===== src/rtl/sar_framer_pkg.sv =====
package sar_framer_pkg;

  typedef enum logic [2:0] {
    ST_OFF,
    ST_EXT,
    ST_INT_ARM,
    ST_INT_CONV,
    ST_INT_READ
  } framer_state_t;

  // strobes from control to datapath
  typedef struct packed {
    logic startFrame;
    logic advance;
    logic loadResult;
    logic holdEoc;
  } framer_strobe_t;

endpackage


===== src/rtl/sar_framer_ctrl.sv =====
module sar_framer_ctrl
  import sar_framer_pkg::*;
#(
  parameter int CONV_TICKS = 12
) (
  input  logic           clk,
  input  logic           rstN,
  input  logic           csN,
  input  logic           sclk,
  input  logic           oscTick,
  input  logic           resultValid,
  output framer_strobe_t strobe,
  output logic           active,
  output logic           pwrDown,
  output logic           convStart
);

  localparam int TICK_W = (CONV_TICKS > 1) ? $clog2(CONV_TICKS) : 1;
  localparam logic [TICK_W-1:0] TICK_LAST = TICK_W'(CONV_TICKS - 1);

  framer_state_t     st, stNext;
  logic [TICK_W-1:0] tickCnt, tickNext;
  logic [1:0]        extFalls, extFallsNext;
  logic              csPrev, sclkPrev, startQ, startNext;
  logic              csFall, sclkFall;

  assign csFall   = csPrev & ~csN;
  assign sclkFall = sclkPrev & ~sclk;

  always_comb begin
    stNext         = st;
    tickNext       = tickCnt;
    extFallsNext   = extFalls;
    startNext      = 1'b0;
    strobe         = '0;
    strobe.holdEoc = (st == ST_INT_ARM) || (st == ST_INT_CONV);
    if (csN) begin
      stNext = ST_OFF;
    end else if (csFall) begin
      strobe.startFrame = 1'b1;
      stNext            = sclk ? ST_INT_ARM : ST_EXT;
      tickNext          = '0;
      extFallsNext      = '0;
    end else begin
      case (st)
        ST_EXT: begin
          strobe.advance    = sclkFall;
          strobe.loadResult = resultValid;
          if (sclkFall && extFalls != 2'd2) begin
            extFallsNext = extFalls + 2'd1;
            startNext    = (extFalls == 2'd1);
          end
        end
        ST_INT_ARM: begin
          if (sclkFall) begin
            stNext    = ST_INT_CONV;
            startNext = 1'b1;
            tickNext  = '0;
          end
        end
        ST_INT_CONV: begin
          if (oscTick) begin
            if (tickCnt == TICK_LAST) begin
              strobe.loadResult = 1'b1;
              stNext            = ST_INT_READ;
            end else begin
              tickNext = tickCnt + 1'b1;
            end
          end
        end
        ST_INT_READ: strobe.advance = sclkFall;
        default: ;
      endcase
    end
  end

  always_ff @(posedge clk) begin
    if (!rstN) begin
      st       <= ST_OFF;
      tickCnt  <= '0;
      extFalls <= '0;
      csPrev   <= 1'b1;
      sclkPrev <= 1'b0;
      startQ   <= 1'b0;
    end else begin
      st       <= stNext;
      tickCnt  <= tickNext;
      extFalls <= extFallsNext;
      csPrev   <= csN;
      sclkPrev <= sclk;
      startQ   <= startNext;
    end
  end

  assign active    = (st != ST_OFF);
  assign pwrDown   = (st == ST_OFF);
  assign convStart = startQ;

  // select high always lands in power-down
  assert_cs_high_sleeps_R6: assert property (@(posedge clk) disable iff (!rstN)
    csN |=> pwrDown);

  // start pulse never stretches
  assert_start_single_R8: assert property (@(posedge clk) disable iff (!rstN)
    convStart |=> !convStart);

  // read phase is entered only on an oscillator tick
  assert_eoc_on_tick_R3: assert property (@(posedge clk) disable iff (!rstN)
    (st == ST_INT_READ && $past(st) == ST_INT_CONV) |-> $past(oscTick));

endmodule


===== src/rtl/sar_framer_datapath.sv =====
module sar_framer_datapath
  import sar_framer_pkg::*;
#(
  parameter int DATA_BITS   = 10,
  parameter int SUB_BITS    = 2,
  parameter int HEAD_ONES   = 3,
  parameter bit SINGLE_CHAN = 1'b0
) (
  input  logic                          clk,
  input  logic                          rstN,
  input  framer_strobe_t                strobe,
  input  logic                          active,
  input  logic [DATA_BITS+SUB_BITS-1:0] resultData,
  output logic                          doutBit,
  output logic                          chanId
);

  localparam int RES_W     = DATA_BITS + SUB_BITS;
  localparam int FRAME_LEN = HEAD_ONES + 1 + RES_W;
  localparam int POS_W     = $clog2(FRAME_LEN + 1);

  logic [POS_W-1:0] posCnt;
  logic [RES_W-1:0] resultReg, shifted;

  always_ff @(posedge clk) begin
    if (!rstN) begin
      posCnt    <= '0;
      resultReg <= '0;
    end else begin
      if (strobe.startFrame) posCnt <= '0;
      else if (strobe.advance && posCnt != POS_W'(FRAME_LEN)) posCnt <= posCnt + 1'b1;
      if (strobe.loadResult) resultReg <= resultData;
    end
  end

  generate
    if (SINGLE_CHAN) begin : g_single
      assign chanId = 1'b1;
    end else begin : g_dual
      logic nextChan, chidReg;
      always_ff @(posedge clk) begin
        if (!rstN) begin
          nextChan <= 1'b0;
          chidReg  <= 1'b0;
        end else if (strobe.startFrame) begin
          chidReg  <= nextChan;
          nextChan <= ~nextChan;
        end
      end
      assign chanId = chidReg;

      // the channel queued next always differs from the one in use
      assert_alternate_R7: assert property (@(posedge clk) disable iff (!rstN)
        strobe.startFrame |=> (nextChan != chidReg));
    end
  endgenerate

  assign shifted = resultReg << (posCnt - POS_W'(HEAD_ONES + 1));

  always_comb begin
    if (!active || strobe.holdEoc)         doutBit = 1'b0;
    else if (posCnt < POS_W'(HEAD_ONES))   doutBit = 1'b1;
    else if (posCnt == POS_W'(HEAD_ONES))  doutBit = chanId;
    else if (posCnt < POS_W'(FRAME_LEN))   doutBit = shifted[RES_W-1];
    else                                   doutBit = 1'b0;
  end

  // past the frame end only zeros leave the block
  assert_tail_zero_R5: assert property (@(posedge clk) disable iff (!rstN)
    (posCnt == POS_W'(FRAME_LEN)) |-> !doutBit);

endmodule


===== src/rtl/sar_serial_framer.sv =====
module sar_serial_framer
  import sar_framer_pkg::*;
#(
  parameter int DATA_BITS   = 10,
  parameter int SUB_BITS    = 2,
  parameter int HEAD_ONES   = 3,
  parameter int CONV_TICKS  = 12,
  parameter bit SINGLE_CHAN = 1'b0
) (
  input  logic                          clk,
  input  logic                          rstN,
  input  logic                          csN,
  input  logic                          sclk,
  input  logic                          oscTick,
  input  logic                          resultValid,
  input  logic [DATA_BITS+SUB_BITS-1:0] resultData,
  output logic                          dout,
  output logic                          doutEn,
  output logic                          pwrDown,
  output logic                          convStart,
  output logic                          convChan
);

  framer_strobe_t strobe;
  logic           active;

  sar_framer_ctrl #(.CONV_TICKS(CONV_TICKS)) u_ctrl (
    .clk(clk), .rstN(rstN), .csN(csN), .sclk(sclk), .oscTick(oscTick),
    .resultValid(resultValid), .strobe(strobe), .active(active),
    .pwrDown(pwrDown), .convStart(convStart)
  );

  sar_framer_datapath #(
    .DATA_BITS(DATA_BITS), .SUB_BITS(SUB_BITS),
    .HEAD_ONES(HEAD_ONES), .SINGLE_CHAN(SINGLE_CHAN)
  ) u_dp (
    .clk(clk), .rstN(rstN), .strobe(strobe), .active(active),
    .resultData(resultData), .doutBit(dout), .chanId(convChan)
  );

  assign doutEn = active;

endmodule


===== config.mk =====
export PLATFORM = sky130hd
export DESIGN_NAME = sar_serial_framer
export DESIGN_NICKNAME = d
export VERILOG_FILES = /design/src/rtl/sar_framer_pkg.sv /design/src/rtl/sar_framer_ctrl.sv /design/src/rtl/sar_framer_datapath.sv /design/src/rtl/sar_serial_framer.sv
export SDC_FILE = /design/constraint.sdc
export NUM_CORES = 1
export LEC_CHECK = 0
export ABC_CLOCK_PERIOD_IN_PS = 2760
export BUFFER_PORTS_ARGS = -buffer_cell sky130_fd_sc_hd__buf_2
export CORE_ASPECT_RATIO = 1.4
export CORE_MARGIN = 4
export CORE_UTILIZATION = 61
export DETAILED_ROUTE_END_ITERATION = 8
export PLACE_DENSITY = 0.84
export SLEW_MARGIN = 40
export SYNTH_ARGS = -nofsm -noshare
export SYNTH_HDL_FRONTEND = slang
export SYNTH_SLANG_ARGS = --single-unit

===== constraint.sdc =====
create_clock -name clk -period 2.76 [get_ports clk]
set_input_delay 0.552 -clock clk [delete_from_list [all_inputs] [get_ports clk]]
set_output_delay 0.552 -clock clk [all_outputs]
set_load 0.005 [all_outputs]

==> flow_summary.ini, run 1 <==
[status]
outcome = finished, final reports clean

[synth]
ys_seq_elements = 31
netlist.area_leader.share = 0.3701
yosysMostFrequentCell = dfxtp_1
netlist_top_cells_count = 31 x dfxtp_1, 25 x a21oi_1, 19 x nand3_1
yosys-top-cells-area = dfxtp_1 37%, a21oi_1 7.5%, ha_1 6.0%
yosysWarningCount = 0
async_reset_ff_frac = 0
syn_area_per_cell_um2 = 8.468
synth_edf_count = 0
synth_area_um2 = 1677
ys_seq_area_frac = 0.3701
synth.distinct_cells = 52
synth_top_area_cell = dfxtp_1
synth_fp_nets = 224
synthCells = 198
ys.flop_type = dfxtp_1

[detailed_routing]
wl_met3_um = 158
met2_length_um = 2119
drc = 0
dr.first_iter.drc_count = 39
post_drt_via_cell_ratio = 6.012
vias = 1533
drtAntennaViolNets = 0
firstDrtPassIters = 4
topRoutingLayerUsed = met4
drt_wl_total_um = 3881
drt-met1-wl_um = 1512
wl_per_cell_um = 15.22

[floorplanning]
die_w_um = 52.31
coreArea_um2 = 2643
die_h_um = 70.03
io_pins = 23
initial_core_util = 0.6345
row_count = 22
die-area_um2 = 3663

[placed_design]
dp_hpwl_um = 2909
gp_congestion = 0.9418
io_buffers = 22
dpl_worst_slack_ns = 0.4205

[sta]
finalSetupViolCount = 0
finalWorstSetupSlack_ns = 0.1580
slew_headroom = 0.4516
clock_skew_ns = 0.01097
hold_viol_final = 0
finalCriticalPeriod_ns = 2.602
timing.final.crit_share = 0.9428
fmax_ghz = 0.3843
setup_tns_ns = 0
drv_slew = 0
tightest_slew_ns = 0.8195
rsz0062_at_grt = false

[job]
maxCapViolCount = 0

[clock_tree]
cts_setup_buffers = 0
cts.sinks = 31
h-tree-depth = 2
clk_path_buf_depth = 2
cts_tree = yes
hold_buffers = 0
path_clk_slew_ns = 0.10
cts_resized = 0
root_buffer = clkbuf_4
cts_inserted_buffers = 5
clk_latency_ns = 0.33

[final_layout]
antenna_cells = 0
drive_gt1_frac = 0.1872
syn_to_final_growth_pct = 12.76
nets = 244

[global_route]
grt_overflow = 0
grt_pass1_wl_um = 6762
grt_pass1_vias = 1535
grt.total_usage = 0.2400
antenna_found_initial = 0
grt_max_degree = 21

[setup_path]
endpoint_kind = primary output
critical_path_required_ns = 2.21
crit_type = reg2out
path_max_fanout = 9
max_stage_delay_ns = 0.42
worstRegToRegCells = 5
cp.depth = 7
path_buf_inv = 2
critPathArrivalTime_ns = 2.05
startpoint_type = flip-flop
cp_slowest_cell = dfxtp_2
cpLargestDelayFamily = compound AO/OA/AOI/OAI gates
crit_chain = inv_1 -> ha_1 -> nand2_1 -> a2111oi_0 -> o41ai_1 -> nor3b_2 -> buf_2

[worst_hold_path]
hold_class = in2reg
min_path_cells = 3

[power_and_ir_drop]
power.density_nw_per_um2 = 471.7
vdd_drop_max_v = 0.0005233
power_leakage_nw = 0.6837
==> metrics by stage <==
| stage | power [mW] | std cells | cell area (µm²) | utilization | hold WS [ns] |
|---|---|---|---|---|---|
| CTS | 0.9020 | 255 | 1878 | 0.7107 | 0.4518 |
| detailed placement | 0.5367 | 247 | 1792 | 0.6780 | 0.4740 |
| floorplan | 0.5106 | 198 | 1677 | - | 0.4443 |
| global route | 0.9312 | 255 | 1891 | 0.7154 | 0.4521 |
| finish | 0.8918 | 255 | 1891 | 0.7154 | 0.4613 |
| global placement | 0.5337 | 247 | 1792 | 0.6780 | 0.4546 |
==> worst paths after layout <==
kind	startpoint	end	slack, ns
hold reg to reg	u_dp.resultReg[5]$_SDFFE_PN0P_	u_dp.resultReg[5]$_SDFFE_PN0P_	0.48
hold / removal	resultData[6]	u_dp.resultReg[6]$_SDFFE_PN0P_	0.46
setup reg to reg	u_ctrl.tickCnt[0]$_SDFFE_PN0P_	u_dp.resultReg[1]$_SDFFE_PN0P_	0.82
setup / recovery	u_dp.posCnt[2]$_SDFFE_PP0P_	dout	0.16
==> metal layers <==
metal,GRT usage,up-vias
met5,0,-
met4,0.09943,0
met3,0.05330,9
met2,0.4282,40
met1,0.2605,721
li1,-,763
==> flip-flops by register name, indices dropped and copies added (netlist names) <==
name	cells
u_dp.chanId	1
u_dp.g_dual.nextChan	1
u_ctrl.st	3
u_ctrl.extFalls	2
u_ctrl.csPrev	1
u_ctrl.sclkPrev	1
u_dp.posCnt	5
u_ctrl.convStart	1
u_dp.resultReg	12
u_ctrl.tickCnt	4
==> worst min-delay path, delay by kind of cell <==
family          cells  cell delay, ns
buf+inv             1            0.10
compound gates      1            0.05
simple gates        1            0.05
==> cells by family after synthesis <==
family	Yosys count	synth area share
fa+ha+maj	8	0.05970
compound gates	60	0.2202
buf+inv	23	0.05746
mux	6	0.05149
simple gates	67	0.2254
xor+xnor	3	0.01567
flops	31	0.3702
==> where the power goes <==
| group | switching [mW] | internal, mW | leakage (nW) |
|---|---|---|---|
| Clock | 0.149 | 0.214 | 0.0482 |
| Combinational | 0.0415 | 0.0263 | 0.384 |
| Sequential | 0.00791 | 0.453 | 0.251 |
==> final cells by class <==
| cell class | count | area [µm²] |
|---|---|---|
| multi-input cells | 144 | 970.9 |
| fillers | 227 | 752.0 |
| flip-flops and latches | 31 | 621.8 |
| repair buffers | 23 | 117.6 |
| clock buffers | 6 | 51.30 |
| inverters | 13 | 48.80 |
| well taps | 36 | 45.04 |
| clock inverters | 2 | 35.03 |
==> layout by cell type (no fill, tap or decap), drive strengths merged, types with 2 or more instances in the layout <==
cell and n:
a2111oi 2, or3 4, mux2i 3, nand3 19
clkbuf 6, ha 8, a31oi 2, nor3b 3
buf 23, o21ai 16, a21oi 25, nand2b 4
nand2 11, nand4 3, nor2 7, dfxtp 31
nand3b 2, inv 13, nor3 3, o31ai 2
xnor2 2, mux4 2, and2 2
(Power assumes the default switching activity.)
==> inputs of run 2 (changes only) <==
--- a/config.mk
+++ b/config.mk
@@ -8,9 +8,9 @@
 export ABC_CLOCK_PERIOD_IN_PS = 2760
 export BUFFER_PORTS_ARGS = -buffer_cell sky130_fd_sc_hd__buf_2
 export CORE_ASPECT_RATIO = 1.4
-export CORE_MARGIN = 4
 export CORE_UTILIZATION = 61
 export DETAILED_ROUTE_END_ITERATION = 8
+export GPL_TIMING_DRIVEN = 0
 export PLACE_DENSITY = 0.84
 export SLEW_MARGIN = 40
 export SYNTH_ARGS = -nofsm -noshare
==> run 2 against run 1 <==
Clock skew up 0.0017 ns. First-iteration DRC count increased by 120%. Power decreased by 5.4%. Sequential power hardly changed. Via count rose by 5.2%. Final area increased by 0.99%. Largest cell class unchanged. Fmax rose by 1.3%. Critical path depth stayed put.
==> flow_summary.ini, run 2 (same netlist as run 1, synthesis figures left out) <==
[power_and_ir_drop]
power_switching_mw = 0.2129
power.density_nw_per_um2 = 442.0
sw_frac_of_total = 0.2523
power_leakage_nw = 0.6912
seqPwrFrac = 0.544
p_clk_frac = 0.370
p_comb_frac = 0.086
vdd_drop_max_v = 0.0003670
p_int_mw = 0.6310

[global_route]
grt.total_usage = 0.3228
grt_max_degree = 11
antenna_found_initial = 0
grt_overflow = 0
grt_pass1_wl_um = 6768
grt_pass1_vias = 1621

[setup_path]
worstRegToRegCells = 6
r2r_end = u_dp.posCnt[4]$_SDFFE_PP0P_
reg2reg_slack_ns = 0.78
endpoint_kind = primary output
crit_type = reg2out
critPathArrivalTime_ns = 2.02
r2r-start = u_dp.posCnt[0]$_SDFFE_PP0P_
startpoint_type = flip-flop
path_max_fanout = 9
critical_path_required_ns = 2.21

[sta]
slew_headroom = 0.6856
hold_viol_final = 0
finalWorstSetupSlack_ns = 0.1909
setup_tns_ns = 0
fmax_ghz = 0.3892
finalSetupViolCount = 0
timing.final.crit_share = 0.9308
rsz0062_at_grt = false
clock_skew_ns = 0.01269
tightest_slew_ns = 0.4705
finalCriticalPeriod_ns = 2.569
drv_slew = 0

[floorplanning]
die_h_um = 64.03
io_pins = 23
die-area_um2 = 2965
row_count = 22
coreArea_um2 = 2615
initial_core_util = 0.6411
die_w_um = 46.31

[worst_hold_path]
worst_hold_path.endpoint = u_dp.resultReg[10]$_SDFFE_PN0P_
hold_class = in2reg
hp-start = resultData[10]
min_path_cells = 3

[detailed_routing]
drc = 0
firstDrtPassIters = 4
post_drt_via_cell_ratio = 6.129
drtAntennaViolNets = 0
wl_per_cell_um = 15.34
vias = 1612
dr.first_iter.drc_count = 87
drt_wl_total_um = 4035

[clock_tree]
cts_setup_buffers = 0
clk_path_buf_depth = 2
clk_latency_ns = 0.35
h-tree-depth = 2
cts_resized = 0
root_buffer = clkbuf_4
hold_buffers = 0
cts_tree = yes
cts_inserted_buffers = 5
cts.sinks = 31
path_clk_slew_ns = 0.10

[final_layout]
regMostFlops = u_dp.resultReg
largestRegisters = u_dp.resultReg: 12 flops, u_dp.posCnt: 5 flops, u_ctrl.tickCnt: 4 flops
layout_commonest_cell = dfxtp_1
largest_reg_flops = 12
nets = 252
antenna_cells = 0
syn_to_final_growth_pct = 13.88
fin_cells = 263
fin_area_um2 = 1909
final_cell_mix = 30 x dfxtp_1, 25 x a21oi_1, 23 x buf_2, 19 x nand3_1, 14 x o21ai_0
drive_gt1_frac = 0.1850

[placed_design]
place_area_um2 = 1827
dp.cells = 255
io_buffers = 21
gp_congestion = 0.8988
dpl_worst_slack_ns = 0.4152
dp_hpwl_um = 2995

[job]
maxCapViolCount = 0

[status]
outcome = finished, final reports clean
-- run 2: per-layer routing --
layer	track usage	part of all wire	vias up
met4	0.1912	0.026	0
met1	0.3131	0.38	753
met2	0.5451	0.53	59
met3	0.1186	0.056	12
li1	-	-	788
met5	0	0	-
-- run 2: power by group through the flow --
stage               combinational, mW  clock [mW]  sequential, mW
finish                         0.0725       0.312           0.459
global route                   0.0805       0.339           0.460
CTS                            0.0718       0.313           0.459
detailed placement             0.0717           0           0.469
global placement               0.0686           0           0.469
floorplan                      0.0430           0           0.468
-- run 2: worst max path at each step --
stage	from	end	slack [ns]	depth (start not counted)
floorplan	u_dp.posCnt[2]$_SDFFE_PP0P_	dout	0.73	6
detailed placement	u_dp.posCnt[2]$_SDFFE_PP0P_	dout	0.42	7
finish	u_dp.posCnt[2]$_SDFFE_PP0P_	dout	0.19	7
CTS	u_dp.posCnt[2]$_SDFFE_PP0P_	dout	0.03	7
global placement	u_dp.posCnt[2]$_SDFFE_PP0P_	dout	0.53	7
global route	u_dp.posCnt[2]$_SDFFE_PP0P_	dout	0.03	7
-- run 2: area by class of cell --
type,count,area [µm²]
Buffer,10,48.80
Clock buffer,8,68.82
Fill cell,201,705.7
Inverter,13,48.80
Multi-Input combinational cell,144,970.9
Sequential cell,31,621.8
Tap cell,36,45.04
Timing Repair Buffer,21,105.1
-- run 2: per-stage QoR --
stage | hold slack [ns] | total power, mW | util
finish | 0.4435 | 0.8439 | 0.7301
global route | 0.4377 | 0.8791 | 0.7301
CTS | 0.4452 | 0.8438 | 0.7249
detailed placement | 0.4664 | 0.5409 | 0.6986
global placement | 0.4585 | 0.5375 | 0.6986
floorplan | 0.4443 | 0.5106 | -
-- run 2: critical path, cell delays in order, from the launching register on --
cell and delay, ns:
dfxtp_2 0.42, inv_1 0.08, ha_1 0.30, nand2_1 0.09, a2111oi_2 0.37, o41ai_1 0.13
nor3b_2 0.16, buf_2 0.12
